$ cat src/rtl/sdfn_pkg.sv
package sdfn_pkg;

   typedef enum logic [2:0] {
      FS_DISABLED = 3'd0,
      FS_NOTREADY = 3'd1,
      FS_IDLE     = 3'd2,
      FS_RDWAIT   = 3'd3,
      FS_RDXFER   = 3'd4,
      FS_INACTIVE = 3'd5
   } fn_state_e;

   localparam int unsigned FS_CODE_W = 3;

   typedef struct packed {
      logic en;
      logic rdy;
      logic rdfl;
      logic xfer;
   } fn_flags_t;

   function automatic fn_flags_t flags_of(fn_state_e s);
      fn_flags_t f;
      f = '0;
      case (s)
         FS_NOTREADY: f = '{en: 1'b1, rdy: 1'b0, rdfl: 1'b0, xfer: 1'b0};
         FS_IDLE:     f = '{en: 1'b1, rdy: 1'b1, rdfl: 1'b0, xfer: 1'b0};
         FS_RDWAIT:   f = '{en: 1'b1, rdy: 1'b1, rdfl: 1'b0, xfer: 1'b1};
         FS_RDXFER:   f = '{en: 1'b1, rdy: 1'b1, rdfl: 1'b1, xfer: 1'b1};
         default:     f = '0;
      endcase
      return f;
   endfunction

endpackage

$ cat src/rtl/sdfn_next.sv
module sdfn_next
   import sdfn_pkg::*;
#(
   parameter bit HOLD_INACTIVE = 1'b1
) (
   input  fn_state_e cur,
   input  logic      io_reset,
   input  logic      fn_enable,
   input  logic      fn_ready,
   input  logic      rd_req,
   input  logic      data_avail,
   input  logic      rd_done,
   input  logic      abort_req,
   input  logic      go_inactive,
   output fn_state_e nxt
);

   fn_state_e body_nxt;
   logic      in_dead;

   generate
      if (HOLD_INACTIVE) begin : g_hold
         assign in_dead = (cur == FS_INACTIVE);
      end else begin : g_release
         assign in_dead = 1'b0;
      end
   endgenerate

   always_comb begin
      body_nxt = cur;
      case (cur)
         FS_DISABLED: body_nxt = FS_NOTREADY;
         FS_NOTREADY: if (fn_ready) body_nxt = FS_IDLE;
         FS_IDLE: begin
            if (!fn_ready)   body_nxt = FS_NOTREADY;
            else if (rd_req) body_nxt = FS_RDWAIT;
         end
         FS_RDWAIT: begin
            if (abort_req || rd_done) body_nxt = FS_IDLE;
            else if (data_avail)      body_nxt = FS_RDXFER;
         end
         FS_RDXFER: begin
            if (abort_req || rd_done) body_nxt = FS_IDLE;
            else if (!data_avail)     body_nxt = FS_RDWAIT;
         end
         default: body_nxt = FS_DISABLED;
      endcase
   end

   always_comb begin
      if (io_reset)         nxt = FS_DISABLED;
      else if (in_dead)     nxt = FS_INACTIVE;
      else if (go_inactive) nxt = FS_INACTIVE;
      else if (!fn_enable)  nxt = FS_DISABLED;
      else                  nxt = body_nxt;
   end

endmodule

$ cat src/rtl/sdfn_flags.sv
module sdfn_flags
   import sdfn_pkg::*;
#(
   parameter bit REG_FLAGS = 1'b1
) (
   input  logic      clk,
   input  logic      rst_n,
   input  fn_state_e cur,
   input  fn_state_e nxt,
   output fn_flags_t flags
);

   generate
      if (REG_FLAGS) begin : g_reg
         fn_flags_t flags_q;
         always_ff @(posedge clk or negedge rst_n) begin
            if (!rst_n) flags_q <= '0;
            else        flags_q <= flags_of(nxt);
         end
         assign flags = flags_q;
      end else begin : g_comb
         assign flags = flags_of(cur);
      end
   endgenerate

   assert_xfer_needs_ready_R5: assert property (@(posedge clk) disable iff (!rst_n)
      flags.xfer |-> (flags.en && flags.rdy));
   assert_rdfl_needs_xfer_R6: assert property (@(posedge clk) disable iff (!rst_n)
      flags.rdfl |-> flags.xfer);
   assert_rdy_needs_en_R3: assert property (@(posedge clk) disable iff (!rst_n)
      flags.rdy |-> flags.en);

endmodule

$ cat src/rtl/sdio_fn_access_fsm.sv
module sdio_fn_access_fsm
   import sdfn_pkg::*;
#(
   parameter int unsigned STATE_W       = 3,
   parameter bit          HOLD_INACTIVE = 1'b1,
   parameter bit          REG_FLAGS     = 1'b1
) (
   input  logic               clk,
   input  logic               rst_n,
   input  logic               io_reset,
   input  logic               fn_enable,
   input  logic               fn_ready,
   input  logic               rd_req,
   input  logic               data_avail,
   input  logic               rd_done,
   input  logic               abort_req,
   input  logic               go_inactive,
   output logic               st_en,
   output logic               st_rdy,
   output logic               st_rdfl,
   output logic               st_xfer,
   output logic [STATE_W-1:0] state_code
);

   localparam int unsigned PAD_W = STATE_W - FS_CODE_W;

   initial begin
      if (STATE_W < FS_CODE_W) $fatal(1, "STATE_W too narrow for state codes");
   end

   fn_state_e cur_q, nxt;
   fn_flags_t flags;

   sdfn_next #(.HOLD_INACTIVE(HOLD_INACTIVE)) u_next (
      .cur        (cur_q),
      .io_reset   (io_reset),
      .fn_enable  (fn_enable),
      .fn_ready   (fn_ready),
      .rd_req     (rd_req),
      .data_avail (data_avail),
      .rd_done    (rd_done),
      .abort_req  (abort_req),
      .go_inactive(go_inactive),
      .nxt        (nxt)
   );

   always_ff @(posedge clk or negedge rst_n) begin
      if (!rst_n) cur_q <= FS_DISABLED;
      else        cur_q <= nxt;
   end

   sdfn_flags #(.REG_FLAGS(REG_FLAGS)) u_flags (
      .clk  (clk),
      .rst_n(rst_n),
      .cur  (cur_q),
      .nxt  (nxt),
      .flags(flags)
   );

   assign st_en   = flags.en;
   assign st_rdy  = flags.rdy;
   assign st_rdfl = flags.rdfl;
   assign st_xfer = flags.xfer;

   generate
      if (PAD_W > 0) begin : g_pad
         assign state_code = {{PAD_W{1'b0}}, cur_q};
      end else begin : g_nopad
         assign state_code = cur_q;
      end
   endgenerate

   assert_ioreset_R1: assert property (@(posedge clk) disable iff (!rst_n)
      io_reset |=> (cur_q == FS_DISABLED && !st_en && !st_xfer));
   assert_disable_R9: assert property (@(posedge clk) disable iff (!rst_n)
      (!fn_enable && !io_reset && !go_inactive && cur_q != FS_INACTIVE)
      |=> (cur_q == FS_DISABLED));
   assert_notready_reject_R3: assert property (@(posedge clk) disable iff (!rst_n)
      (cur_q == FS_NOTREADY && fn_enable && !fn_ready && !io_reset && !go_inactive)
      |=> (cur_q == FS_NOTREADY));
   assert_abort_wins_R7: assert property (@(posedge clk) disable iff (!rst_n)
      ((cur_q == FS_RDWAIT || cur_q == FS_RDXFER) && abort_req && fn_enable
       && !io_reset && !go_inactive) |=> (cur_q == FS_IDLE));
   assert_go_inactive_R8: assert property (@(posedge clk) disable iff (!rst_n)
      (go_inactive && !io_reset) |=> (cur_q == FS_INACTIVE && !st_en));
   assert_idle_drop_R10: assert property (@(posedge clk) disable iff (!rst_n)
      (cur_q == FS_IDLE && fn_enable && !fn_ready && !io_reset && !go_inactive)
      |=> (cur_q == FS_NOTREADY));

   generate
      if (HOLD_INACTIVE) begin : g_chk_hold
         assert_inactive_hold_R8: assert property (@(posedge clk) disable iff (!rst_n)
            (cur_q == FS_INACTIVE && !io_reset) |=> (cur_q == FS_INACTIVE));
      end
   endgenerate

endmodule

$ cat config.mk
export PLATFORM = sky130hd
export DESIGN_NAME = sdio_fn_access_fsm
export DESIGN_NICKNAME = d
export VERILOG_FILES = /design/src/rtl/sdfn_pkg.sv /design/src/rtl/sdfn_next.sv /design/src/rtl/sdfn_flags.sv /design/src/rtl/sdio_fn_access_fsm.sv
export SDC_FILE = /design/constraint.sdc
export NUM_CORES = 1
export LEC_CHECK = 0
export BUFFER_PORTS_ARGS = -buffer_cell sky130_fd_sc_hd__buf_2
export CORE_MARGIN = 2
export CORE_UTILIZATION = 25
export DETAILED_ROUTE_END_ITERATION = 10
export RECOVER_POWER = 25
export SLEW_MARGIN = 15
export SYNTH_ARGS = -nofsm -noshare
export SYNTH_HDL_FRONTEND = slang
export SYNTH_SLANG_ARGS = --single-unit
$ cat constraint.sdc
create_clock -name clk -period 1.6 [get_ports clk]
set_input_delay 0.32 -clock clk [delete_from_list [all_inputs] [get_ports clk]]
set_output_delay 0.32 -clock clk [all_outputs]
set_load 0.005 [all_outputs]
# == Word level (Yosys, flattened, before mapping) ==
# Index checks and enable logic that the tools add are counted.
# totals
reg_bits,7
input_bits,10
out_inout_bits,7
elab_cells,29
# op_classes
n_eq_ne,9
n_mux,13
reduce_logical,2
# ops
op,count
$mux W3,11
$pmux W4 S4,1
$pmux W3 S5,1
$eq A3 B2 Y1 const B,4
$eq A3 B3 Y1 const B,3
$eq A3 B1 Y1 const B,2
$logic_not A3 Y1,1
$logic_or A1 B1 Y1,1

# == Depth between registers and ports, before layout ==
# logic_depth
word_depth,9
depth_mapped,4

# == By module ==
# From an unflattened synthesis, not the netlist that was laid out.
# hier_totals
cells_unflattened,32
area_unflattened_um2,362.8
# by_module_without_submodules
module,n_inst,cells_per_inst,area_each_um2
sdfn_flags,1,10,152.6
sdfn_next,1,19,135.1
sdio_fn_access_fsm,1,3,75.1

# == Worst setup path before layout ==
# Ideal clock, no wire load.
# synth_path
path_kind,register to register
from,register cur_q[1] (netlist: state_code[1])
to,"register u_flags.g_reg.flags_q, in the netlist u_flags.flags[0]"
setup_time_ns,0.079
t_arrival_ns,1.310
required_time_ns,1.521
path_slack_ns,0.210
stages_incl_launch_ff,5
path_buffers,0
synth_period_minus_slack_ns,1.390
cell_sequence,dfrtp_1 a21oi_1 or4b_1 or2_1 mux2i_1
# synth_between
elab_chain_len,9
elab_cells_between_ends,23
classes_between,eq/ne: 9; mux: 13; reduce/logical: 1
# synth_rtl
element,line,rtl
"start, declared",sdio_fn_access_fsm.sv:31,"fn_state_e cur_q, nxt;"
"start signal, assigned",sdio_fn_access_fsm.sv:49,else cur_q <= nxt;
"$mux W3, on equally long branches","sdfn_next.sv:44, sdfn_next.sv:36, sdfn_next.sv:40",
"$mux W3, on equally long branches","sdfn_next.sv:43, sdfn_next.sv:35, sdfn_next.sv:39",
$pmux W3 S5,sdfn_next.sv:31,case (cur)
$mux W3,sdfn_next.sv:54,else if (!fn_enable) nxt = FS_DISABLED;
$mux W3,sdfn_next.sv:53,else if (go_inactive) nxt = FS_INACTIVE;
$mux W3 (*),sdfn_next.sv:52,else if (in_dead) nxt = FS_INACTIVE;
$mux W3 (*),sdfn_next.sv:51,if (io_reset) nxt = FS_DISABLED;
$eq A3 B3 Y1 (tied with other cells),sdfn_pkg.sv:24,case (s)
$pmux W4 S4 (*),sdfn_pkg.sv:24,
"end signal, assigned",sdfn_flags.sv:18,else flags_q <= flags_of(nxt);
"end, declared",sdfn_flags.sv:15,fn_flags_t flags_q;
# Every way passes the cells marked *; elsewhere a longest branch is shown, timed or not.

# == Final worst setup path ==
# layout_path
from,register cur_q[1] (netlist: state_code[1])
to,"register u_flags.g_reg.flags_q, in the netlist u_flags.flags[1]"
# The elaborated chain is that of the path after synthesis.

==> impl_metrics.tcl <==
set metrics [dict create \
    cp-end-kind "register" \
    drt_wl_total_um 718 \
    path_delay_family "simple AND/OR/NAND/NOR gates" \
    worstHoldPathCells 2 \
    ys.flop_type "dfrtp_1" \
    area.growth.synth_to_final_pct 40.68 \
    htreeDepth 1 \
    seqCellArea_sq_um 175.2 \
    rrSetupSlack_ns 0.12 \
    grt_max_degree 9 \
    multiInputGateArea_sq_um 146.4 \
    hold_path.class "in2reg" \
    critical_path_class "reg2reg" \
    synthesis.area_sq_um 329.1 \
    syn_inst 31 \
    hold_viol 0 \
    crit_buf_inv 0 \
    p_leak_nw 0.2465 \
    track_usage_pct 11.19 \
    fin_crit_sh_pct 92.19 \
    rsz0062_at_grt "false" \
    io_buffers 16 \
    fin_area_sq_um 462.9 \
    synth.distinct_cells 18 \
    grt_pass1_vias 259 \
    slowest_delay_ns 0.49 \
    ys_ff_latch 7 \
    fin_util_pct 36.49 \
    maxSlewHeadroom_pct 72.56 \
    clk_latency_ns 0.24 \
    antenna_cells 0 \
    die_h_um 40.28 \
    critPathLaunchType "register" \
    drt_iter0_drc 4 \
    root_buffer "clkbuf_4" \
    clock_sinks 7 \
    core_sq_um 1269 \
    post_dp_cell_area_sq_um 427.9 \
    slowest_stage "or4b_1" \
    cts_setup_buffers 0 \
    peakVddDrop_uv 256.7 \
    via_per_inst 4.687 \
    min_period_ns 1.475 \
    cp_max_fo 8 \
    reg2reg_depth 4 \
    clkSlewWorstSetupHoldPaths_ns 0.05 \
    finalNetCount 63 \
    ys_seq_area_share_pct 53.23 \
    p_per_area_nw_per_um2 860.6 \
    dr.pass1.iters 2 \
    io_pins 17 \
    synth_xor_area_share_pct 0 \
    fin_worst_skew_ns 0.002040 \
    num_vias 314 \
    fin_setup_tns_ns 0 \
    gr-total-overflow 0 \
    synth_top_family_by_area "simple AND/OR/NAND/NOR gates" \
    worstPathRequired_ns 1.77 \
    drv_slew 0 \
    num-fill-cells 140 \
    synth_compound_area_share_pct 16.35 \
    crit_chain "a21oi_1 -> or4b_1 -> or2_1 -> nor2_1" \
    drc 0 \
    start_util_pct 25.94 \
    synthMuxAreaShare_pct 3.042 \
    syn_avg_cell_area_sq_um 10.62 \
    post_drt_wl_per_cell_um 10.72 \
    cts_tree "yes" \
    hold_ws_ns 0.2370 \
    dp_hpwl_um 586.6 \
    grt_pass1_wl_um 1062 \
    cts_buffer_depth 2 \
    setup_viol 0 \
    worstMarginPinSlew_ns 0.4117 \
    yosys_warnings 0 \
    outcome "finished, final reports clean" \
    max_freq_mhz 678.0 \
    synthSimpleGateAreaFrac_pct 22.05 \
    timing.rr.start "state_code[1]" \
    synth_edf_count 0 \
    min_from "go_inactive" \
    cp.arrival_ns 1.64 \
    place.gp.congestion 0.7466 \
    cap_violations 0 \
    fp.dieW_um 40.28 \
    hold_end "u_flags.flags[3]" \
    postRouteAntennaNets 0 \
    antenna_found_initial 0 \
    dieArea_sq_um 1622 \
    synthAdderAreaFrac_pct 3.042 \
    drive_gt1_share_pct 34.62 \
    ys_async_sr_fraction_pct 100.0 \
    numCtsBuffers 3 \
    synth_fp_nets 41 \
    worst_r2r_endpoint "u_flags.flags[1]" \
    core.rowCount 13 \
]
==> where the power goes <==
group | switching (mW) | internal [mW]
Combinational | 0.0254 | 0.0272
Sequential | 0.00827 | 0.185
Clock | 0.0578 | 0.0947
==> synth_stat cells (2+ instances only) <==
cell type	count	area (sq um)
dfrtp_1	7	175.2
nand2_1	4	15.01
inv_1	2	7.510
nor2_1	2	7.510
o21ai_0	3	15.01
==> metal layers <==
layer	share of wire [%]	track usage [%]	vias to the layer above
li1	-	-	156
met1	40	11.53	146
met2	51	15.73	12
met3	8.6	6.667	0
met4	0	10.00	0
met5	0	0	-
==> how the worst max path moves through the flow <==
stage	from	to	slack (ns)	cells past startpoint
after floorplan	state_code[1]	u_flags.flags[0]	0.21	4
after global placement	state_code[0]	u_flags.flags[0]	0.17	4
after detailed placement	state_code[1]	u_flags.flags[0]	0.15	4
after CTS	state_code[1]	u_flags.flags[1]	0.12	4
after global routing	state_code[0]	u_flags.flags[0]	0.01	4
final	state_code[1]	u_flags.flags[1]	0.12	4
==> registers in the layout (all words and copies together), names as in the netlist <==
register       count
state_code         3
u_flags.flags      4
==> layout make-up <==
type / instances / area share, %
well taps: 15 / 4.054
multi-input cells: 22 / 31.62
inverters: 2 / 1.622
repair buffers: 17 / 19.19
flip-flops and latches: 7 / 37.84
clock buffers: 4 / 5.676
==> timing repair <==
action | in CTS | in global routing
hold buffers | 1 | 0
gates resized for setup | 0 | 0
endpoints found under the setup margin | 0 | 0
endpoints found under the hold margin | 7 | 0
==> cell usage in the layout (no fill, tap or decap), types with 2 or more instances in the layout <==
| cell type | n |
|---|---|
| nor2_1 | 2 |
| dfrtp_1 | 7 |
| clkbuf_4 | 3 |
| buf_2 | 15 |
| o21ai_0 | 3 |
| inv_1 | 2 |
| nand2_1 | 4 |
| clkbuf_1 | 2 |
==> cell families (layout without fill, tap and decap cells) <==
logic type	after synthesis	after routing
multiplexers	1	1
flip-flops	7	7
AND/OR/NAND/NOR	12	12
adder cells (fa/ha/maj)	1	1
buffers and inverters	2	23
AO/OA/AOI/OAI	8	8
==> metrics by stage <==
stage | setup slack (ns) | total power [mW] | instances
after floorplan | 0.2102 | 0.2188 | 31
after global placement | 0.1701 | 0.2479 | 62
after detailed placement | 0.1484 | 0.2479 | 62
after CTS | 0.1202 | 0.4078 | 67
after global routing | 0.01373 | 0.4283 | 67
final | 0.1250 | 0.3984 | 67
Power figures use the tool's default switching activity.
